===== src/rtl/regbank_pkg.sv =====
package regbank_pkg;

   // Number of index bits needed to address n entries (at least 1).
   function automatic int unsigned idx_bits(input int unsigned n);
      int unsigned b;
      b = 1;
      while ((1 << b) < n) b++;
      return b;
   endfunction

   // True when n is an exact power of two.
   function automatic bit is_pow2(input int unsigned n);
      return (n != 0) && ((n & (n - 1)) == 0);
   endfunction

endpackage


===== src/rtl/regbank_id_dec.sv =====
module regbank_id_dec
   import regbank_pkg::*;
#(
   parameter int unsigned ID_W     = 4,
   parameter int unsigned NUM_REGS = 8,
   parameter int unsigned IDX_W    = 3
) (
   input  logic [ID_W-1:0]  id,
   output logic             hit,
   output logic [IDX_W-1:0] idx
);

   assign idx = id[IDX_W-1:0];

   generate
      if (is_pow2(NUM_REGS)) begin : g_pow2
         // Register count fills the low bits exactly: any upper bit set is a miss.
         assign hit = ~|id[ID_W-1:IDX_W];
      end else begin : g_cmp
         // Arbitrary count: magnitude compare against the register count.
         assign hit = (32'(id) < 32'(NUM_REGS));
      end
   endgenerate

endmodule


===== src/rtl/regbank_store.sv =====
module regbank_store #(
   parameter int unsigned DATA_W   = 32,
   parameter int unsigned NUM_REGS = 8,
   parameter int unsigned IDX_W    = 3
) (
   input  logic                             clk,
   input  logic                             rst,
   input  logic                             wr_hit,
   input  logic [IDX_W-1:0]                 wr_idx,
   input  logic [DATA_W-1:0]                wr_data,
   output logic [NUM_REGS-1:0][DATA_W-1:0]  regs
);

   genvar g;
   generate
      for (g = 0; g < NUM_REGS; g++) begin : g_word
         logic sel;
         assign sel = wr_hit && (32'(wr_idx) == g);
         always_ff @(posedge clk) begin
            if (rst) regs[g] <= '0;
            else if (sel) regs[g] <= wr_data;
         end
      end
   endgenerate


   write_lands_chk: assert property (@(posedge clk) disable iff (rst)
      wr_hit |=> regs[$past(wr_idx)] == $past(wr_data));


   miss_keeps_chk: assert property (@(posedge clk) disable iff (rst)
      !wr_hit |=> regs == $past(regs));

endmodule


===== src/rtl/regbank_rd_port.sv =====
module regbank_rd_port #(
   parameter int unsigned ID_W     = 4,
   parameter int unsigned DATA_W   = 32,
   parameter int unsigned NUM_REGS = 8,
   parameter int unsigned IDX_W    = 3
) (
   input  logic [NUM_REGS-1:0][DATA_W-1:0] regs,
   input  logic [ID_W-1:0]                 id,
   output logic [DATA_W-1:0]               data
);

   logic             hit;
   logic [IDX_W-1:0] idx;

   regbank_id_dec #(.ID_W(ID_W), .NUM_REGS(NUM_REGS), .IDX_W(IDX_W)) i_dec (
      .id  (id),
      .hit (hit),
      .idx (idx)
   );

   always_comb begin
      data = '0;
      for (int k = 0; k < NUM_REGS; k++)
         if (hit && (32'(idx) == k)) data = regs[k];
   end

endmodule


===== src/rtl/regbank_dual_rd.sv =====
module regbank_dual_rd
   import regbank_pkg::*;
#(
   parameter int unsigned DATA_W   = 32,
   parameter int unsigned NUM_REGS = 8,
   parameter int unsigned ID_W     = 4,
   parameter int unsigned IDX_W    = idx_bits(NUM_REGS)
) (
   input  logic              clk,
   input  logic              rst,
   input  logic [ID_W-1:0]   rd_a_id,
   output logic [DATA_W-1:0] rd_a_data,
   input  logic [ID_W-1:0]   rd_b_id,
   output logic [DATA_W-1:0] rd_b_data,
   input  logic [ID_W-1:0]   wr_id,
   input  logic [DATA_W-1:0] wr_data,
   input  logic [IDX_W-1:0]  dbg_idx,
   output logic [DATA_W-1:0] dbg_data
);

   localparam int unsigned  NUM_RD  = 2;
   localparam logic [ID_W-1:0] NULL_ID = '1;

   // Elaboration-time parameter checks.
   generate
      if (DATA_W < 1) begin : g_bad_data
         $error("regbank_dual_rd: DATA_W must be at least 1");
      end
      if (NUM_REGS < 2) begin : g_bad_count
         $error("regbank_dual_rd: NUM_REGS must be at least 2");
      end
      if (ID_W > 16 || (1 << ID_W) <= NUM_REGS) begin : g_bad_id
         $error("regbank_dual_rd: ID_W must leave at least one code that names no register");
      end
      if (IDX_W != idx_bits(NUM_REGS)) begin : g_bad_idx
         $error("regbank_dual_rd: IDX_W must match NUM_REGS");
      end
   endgenerate

   logic [NUM_REGS-1:0][DATA_W-1:0] regs;
   logic                            wr_hit;
   logic [IDX_W-1:0]                wr_idx;

   regbank_id_dec #(.ID_W(ID_W), .NUM_REGS(NUM_REGS), .IDX_W(IDX_W)) i_wr_dec (
      .id  (wr_id),
      .hit (wr_hit),
      .idx (wr_idx)
   );

   regbank_store #(.DATA_W(DATA_W), .NUM_REGS(NUM_REGS), .IDX_W(IDX_W)) i_store (
      .clk     (clk),
      .rst     (rst),
      .wr_hit  (wr_hit),
      .wr_idx  (wr_idx),
      .wr_data (wr_data),
      .regs    (regs)
   );

   logic [NUM_RD-1:0][ID_W-1:0]   rd_ids;
   logic [NUM_RD-1:0][DATA_W-1:0] rd_vals;

   assign rd_ids[0] = rd_a_id;
   assign rd_ids[1] = rd_b_id;

   genvar p;
   generate
      for (p = 0; p < NUM_RD; p++) begin : g_rd
         regbank_rd_port #(
            .ID_W(ID_W), .DATA_W(DATA_W), .NUM_REGS(NUM_REGS), .IDX_W(IDX_W)
         ) i_port (
            .regs (regs),
            .id   (rd_ids[p]),
            .data (rd_vals[p])
         );
      end
   endgenerate

   assign rd_a_data = rd_vals[0];
   assign rd_b_data = rd_vals[1];

   always_comb begin
      dbg_data = '0;
      for (int k = 0; k < NUM_REGS; k++)
         if (32'(dbg_idx) == k) dbg_data = regs[k];
   end


   null_reads_zero_chk: assert property (@(posedge clk) disable iff (rst)
      (rd_a_id == NULL_ID) |-> (rd_a_data == '0));


   same_id_same_data_chk: assert property (@(posedge clk) disable iff (rst)
      (rd_a_id == rd_b_id) |-> (rd_a_data == rd_b_data));


   dbg_matches_port_chk: assert property (@(posedge clk) disable iff (rst)
      (32'(rd_b_id) == 32'(dbg_idx)) |-> (rd_b_data == dbg_data));

endmodule


===== config.mk =====
export PLATFORM = sky130hd
export DESIGN_NAME = regbank_dual_rd
export DESIGN_NICKNAME = d
export VERILOG_FILES = /design/src/rtl/regbank_pkg.sv /design/src/rtl/regbank_id_dec.sv /design/src/rtl/regbank_store.sv /design/src/rtl/regbank_rd_port.sv /design/src/rtl/regbank_dual_rd.sv
export SDC_FILE = /design/constraint.sdc
export NUM_CORES = 1
export LEC_CHECK = 0
export ABC_AREA = 1
export CORE_AREA = 2 2 190 192
export DETAILED_ROUTE_END_ITERATION = 7
export DIE_AREA = 0 0 192 194
export DONT_BUFFER_PORTS = 1
export PLACE_DENSITY = 0.69
export SYNTH_ARGS = -nofsm -noshare
export SYNTH_HDL_FRONTEND = slang
export SYNTH_SLANG_ARGS = --single-unit

===== constraint.sdc =====
create_clock -name clk -period 0.9 [get_ports clk]
set_clock_uncertainty 0.05 [all_clocks]
set_input_delay 0 -clock clk [delete_from_list [all_inputs] [get_ports clk]]
set_output_delay 0 -clock clk [all_outputs]
set_load 0.1 [all_outputs]

After elaboration in Yosys (flattened, before gate mapping)
Index checks and enable logic that the tools add are counted.

operators by class
  equal/unequal tests = 28
  multiplexer cells = 24
  reduce and logical (&&, ||, !) cells = 31

operators by type and width
  operator              number
  $mux W32              24
  $eq A3 B3 Y1 const B  16
  $eq A3 B2 Y1 const B  8
  $logic_and A1 B1 Y1   24
  $eq A3 B1 Y1 const B  4
  $logic_not A3 Y1      4
  $logic_not A1 Y1      3

storage, ports and cells
  flip-flop bits (word level) = 256
  input bits = 49
  output and inout port bits = 96
  word-level logic and storage cells = 91

Logic depth before layout (Yosys ltp)
  word-level depth = 10
  mapped depth = 9
  gate-level depth less buffers = 8

Modules after synthesis
Synthesis repeated with hierarchy kept, for this count alone.

second synthesis, totals
  cells, all modules = 2,790
  area, all modules = 16,268.1 um2

modules (own cells, without submodules)
  module           instances  cells an instance  area each (um2)  sequential area each (um2)
  regbank_store    1          1,437              10,028.4         5,124.9
  regbank_rd_port  2          450                2,018.2          0.0
  regbank_dual_rd  1          441                2,124.5          0.0
  regbank_id_dec   3          4                  26.3             0.0

Worst setup path after synthesis
Ideal clock, no wire load.

  path kind = input -> output
  start = in dbg_idx[0]
  end = out dbg_data[19]
  arrival = 1.699 ns
  required time = 0.850 ns
  path slack = -0.849 ns
  stages = 8
  path buffers = 3
  cells stage by stage = buf_2 inv_2 buf_4 clkbuf_1 nand4_1 nand4_1 nor2_1 nand4_1

between the ends
  cells in the longest elaborated chain, start to end = 9
  elaborated cells between the ends (all ways) = 16
  classes of those cells = eq/ne (7); mux (8); reduce/logical (1)

RTL lines
  what                    RTL line               RTL
  start, declared         regbank_dual_rd.sv:17  input logic [IDX_W-1:0] dbg_idx,
  $logic_not A3 Y1        regbank_dual_rd.sv:84  if (32'(dbg_idx) == k) dbg_data = regs[k];
  $mux W32 (7 in series)  regbank_dual_rd.sv:84
  $mux W32 *              regbank_dual_rd.sv:84
  end, declared           regbank_dual_rd.sv:18  output logic [DATA_W-1:0] dbg_data

Every way passes the cells marked *; elsewhere a longest branch is shown, timed or not.

Final worst setup path
  start = reg i_store.regs[12] (netlist name)
  end = out rd_a_data[12]

between the ends
  cells in the longest elaborated chain, start to end = 8

RTL lines
  what                             RTL line               RTL
  start, declared                  regbank_store.sv:11    output logic [NUM_REGS-1:0][DATA_W-1:0] regs
  start signal, assigned by index  regbank_store.sv:21    else if (sel) regs[g] <= wr_data;
  $mux W32 (8 in series)           regbank_rd_port.sv:24  if (hit && (32'(idx) == k)) data = regs[k];
  end, declared                    regbank_dual_rd.sv:12  output logic [DATA_W-1:0] rd_a_data,

No other way between the ends.

==> impl_metrics.yaml <==
detailed_routing:
  drt_iter0_markers: 2696
  viasPerCell: 6.26
  drc_errors: 0
  firstDrtPassIters: 8
  ant_nets: 0
  num_vias: 19200
  wl_per_cell_um: 23.4
  totalWireLength_um: 71600
final_layout:
  multi_input_area_sq_um: 10100
  drive_gt1_frac: 0.328
  largest_reg_flops: 256
  fillers: 3078
  fin_nets: 2624
  fin_util: 0.623
  area_delta_synth_final_pct: 46.8
  top_regs: "i_store.regs (256)"
  regMostFlops: "i_store.regs"
  regArea_sq_um: 5360
power:
  power_mw: 30.2
  ir_drop_mv: 1.58
  power.leakage_nw: 7.83
  p_per_area_nw_per_um2: 1380
worst_setup_path:
  cp_top_family: "simple AND/OR/NAND/NOR gates"
  critPathMaxFanout: 4
  critPathRequiredTime_ps: 850
  cp_num_buf_inv: 1
  max_stage_delay_ps: 360
  cp.arrival_ps: 2020
  crit_chain: "nand3_1 > nand4_1 > nor2_1 > nand4_1 > buf_12"
  critPathKind: "flop to primary output"
  crit_path_top_delay_cell: "nand4_1"
  cp-end-kind: "primary output"
  cp-start-kind: "flop"
  crit_path_frequent_cell: "nand4_1"
clocking:
  cts_root_buf: "clkbuf_16"
  clock_sinks: 256
  numCtsBuffers: 30
  clock_path_buffers: 3
  clock_latency_ps: 580
  htree_levels: 1
  clk_pin_slew_ps: 60
  cts_tree: "built"
synth:
  synth_most_common_cell: "nand2_1"
  synth_area_sq_um: 15000
  ys_types: 23
  synthAdderAreaFrac: 0
  syn-num-nets: 2477
  ys.flop_type: "dfxtp_1"
  yosysTopAreaCellShare: 0.343
  synth_common_cells: "nand2_1, nand3_1, nor2_1"
  ys_warn_count: 0
  synth_area_leader_cell: "dfxtp_1"
  synth_area_leaders: "dfxtp_1, nand2_1, nand3_1"
  ys_ff_latch: 256
  synthMuxAreaShare: 0
  synth_compound_area_frac: 0.100
  synth_edf_count: 0
  avgSynthCellArea_sq_um: 6.16
  ys_seq_area_frac: 0.343
  synth_cells: 2428
  synth_top_family_by_area: "simple AND/OR/NAND/NOR gates"
  synth-simple-area-share: 0.470
  async_flop_share: 0
  synthXorXnorAreaFrac: 0
global_route:
  grt_pass1_vias: 18200
  grt_max_degree: 257
  overflow: 0
  antenna_found_initial: 7
  grt_pass1_wl_um: 107000
  grtUsageTotal: 0.372
floorplanning:
  die_x_um: 192
  initial_core_util: 0.424
  fp-row-count: 69
  die_h_um: 194
  core_sq_um: 35200
  ios: 145
  die_area_sq_um: 37200
sta:
  max_slew_margin: 0.515
  hold_viol_final: 256
  timing.fmax_mhz: 483
  worst_slack_ps: -1170
  slew_violations: 0
  period_needed_ps: 2070
  worstMarginPinSlew_ps: 728
  rsz0062_at_grt: "true"
  fin_crit_sh: 2.30
  fin_hold_ws_ps: -543
  setup_viol: 98
  tns_ps: -87350
placed_design:
  port_buffers: 0
  place_congestion: 0.987
  dp_slack_ps: -484
  hpwlAfterDp_um: 46900
min_path:
  hp-class: "primary input to flop"
status:
  violations: "hold timing, setup timing"
  status: "complete, but fails checks"
job:
  maxCapViolations: 0
placed cells by master (no fill, tap or decap), types with 23 or more instances in the layout:
cell and count:
dfxtp_1 125, clkbuf_16 31, nand2_2 36, nand4_1 236, nor2_2 59, nand3_1 123
buf_12 145, nand2_1 711, dfxtp_4 29, dfxtp_2 102, buf_4 155, dlygate4sd3_1 32
nand3_2 160, nor2_1 206, inv_2 24, a21oi_1 207, a211oi_2 23, inv_1 59
a211oi_1 35
where the power goes:
part | leakage (nW) | internal [mW] | switching, mW
Clock | 0.531 | 8.08 | 5.28
Sequential | 2.15 | 11.6 | 0.291
Combinational | 5.15 | 1.64 | 3.34
per-stage QoR:
| stage | instance area, sq um | std cells | hold slack, ps |
|---|---|---|---|
| 4_1_cts | 21200 | 3026 | -545 |
| 3_5_place_dp | 19100 | 2967 | 58.3 |
| 5_1_grt | 22000 | 3066 | -547 |
| 2_1_floorplan | 15800 | 2428 | 230 |
| 6_report | 22000 | 3066 | -543 |
| 3_3_place_gp | 19100 | 2967 | 46.4 |
area by class of cell:
cell class | count | area share
diodes | 7 | 0.000798
repair buffers | 338 | 0.203
multi-input cells | 1860 | 0.461
clock inverters | 16 | 0.00946
inverters | 89 | 0.0160
flip-flops and latches | 256 | 0.244
clock buffers | 39 | 0.0390
well taps | 461 | 0.0263
routing by layer:
layer  global-route usage  share of wire  vias to the layer above
met4                0.304          0.097                        0
met3               0.0813           0.10                      382
li1                     -              -                     8467
met1                0.433           0.35                     8937
met5                    0              0                        -
met2                0.584           0.45                     1410
worst paths after layout:
check	start	endpoint	slack [ps]	cells after the start
worst max-delay path	i_store.regs[12]	rd_a_data[12]	-1170	5
worst min-delay path	rst	i_store.regs[255]	-540	1
worst max register to register	i_store.regs[68]	i_store.regs[68]	-10	3
worst min register to register	i_store.regs[3]	i_store.regs[3]	440	2
repair_timing:
item | CTS | global route
endpoints found under the hold margin | 256 | 256
setup buffers | 4 | 2
gates resized for setup | 311 | 128
pin swaps | 220 | 145
setup endpoints to repair | 106 | 127
kinds of logic (layout without fill, tap and decap cells):
family | after synthesis | count (layout)
and+or+nand+nor | 1590 | 1590
buffers and inverters | 312 | 482
AOI/OAI and AO/OA | 270 | 270
DFF | 256 | 256
other | 0 | 7
Note: power is estimated with default switching activity, not from simulation.
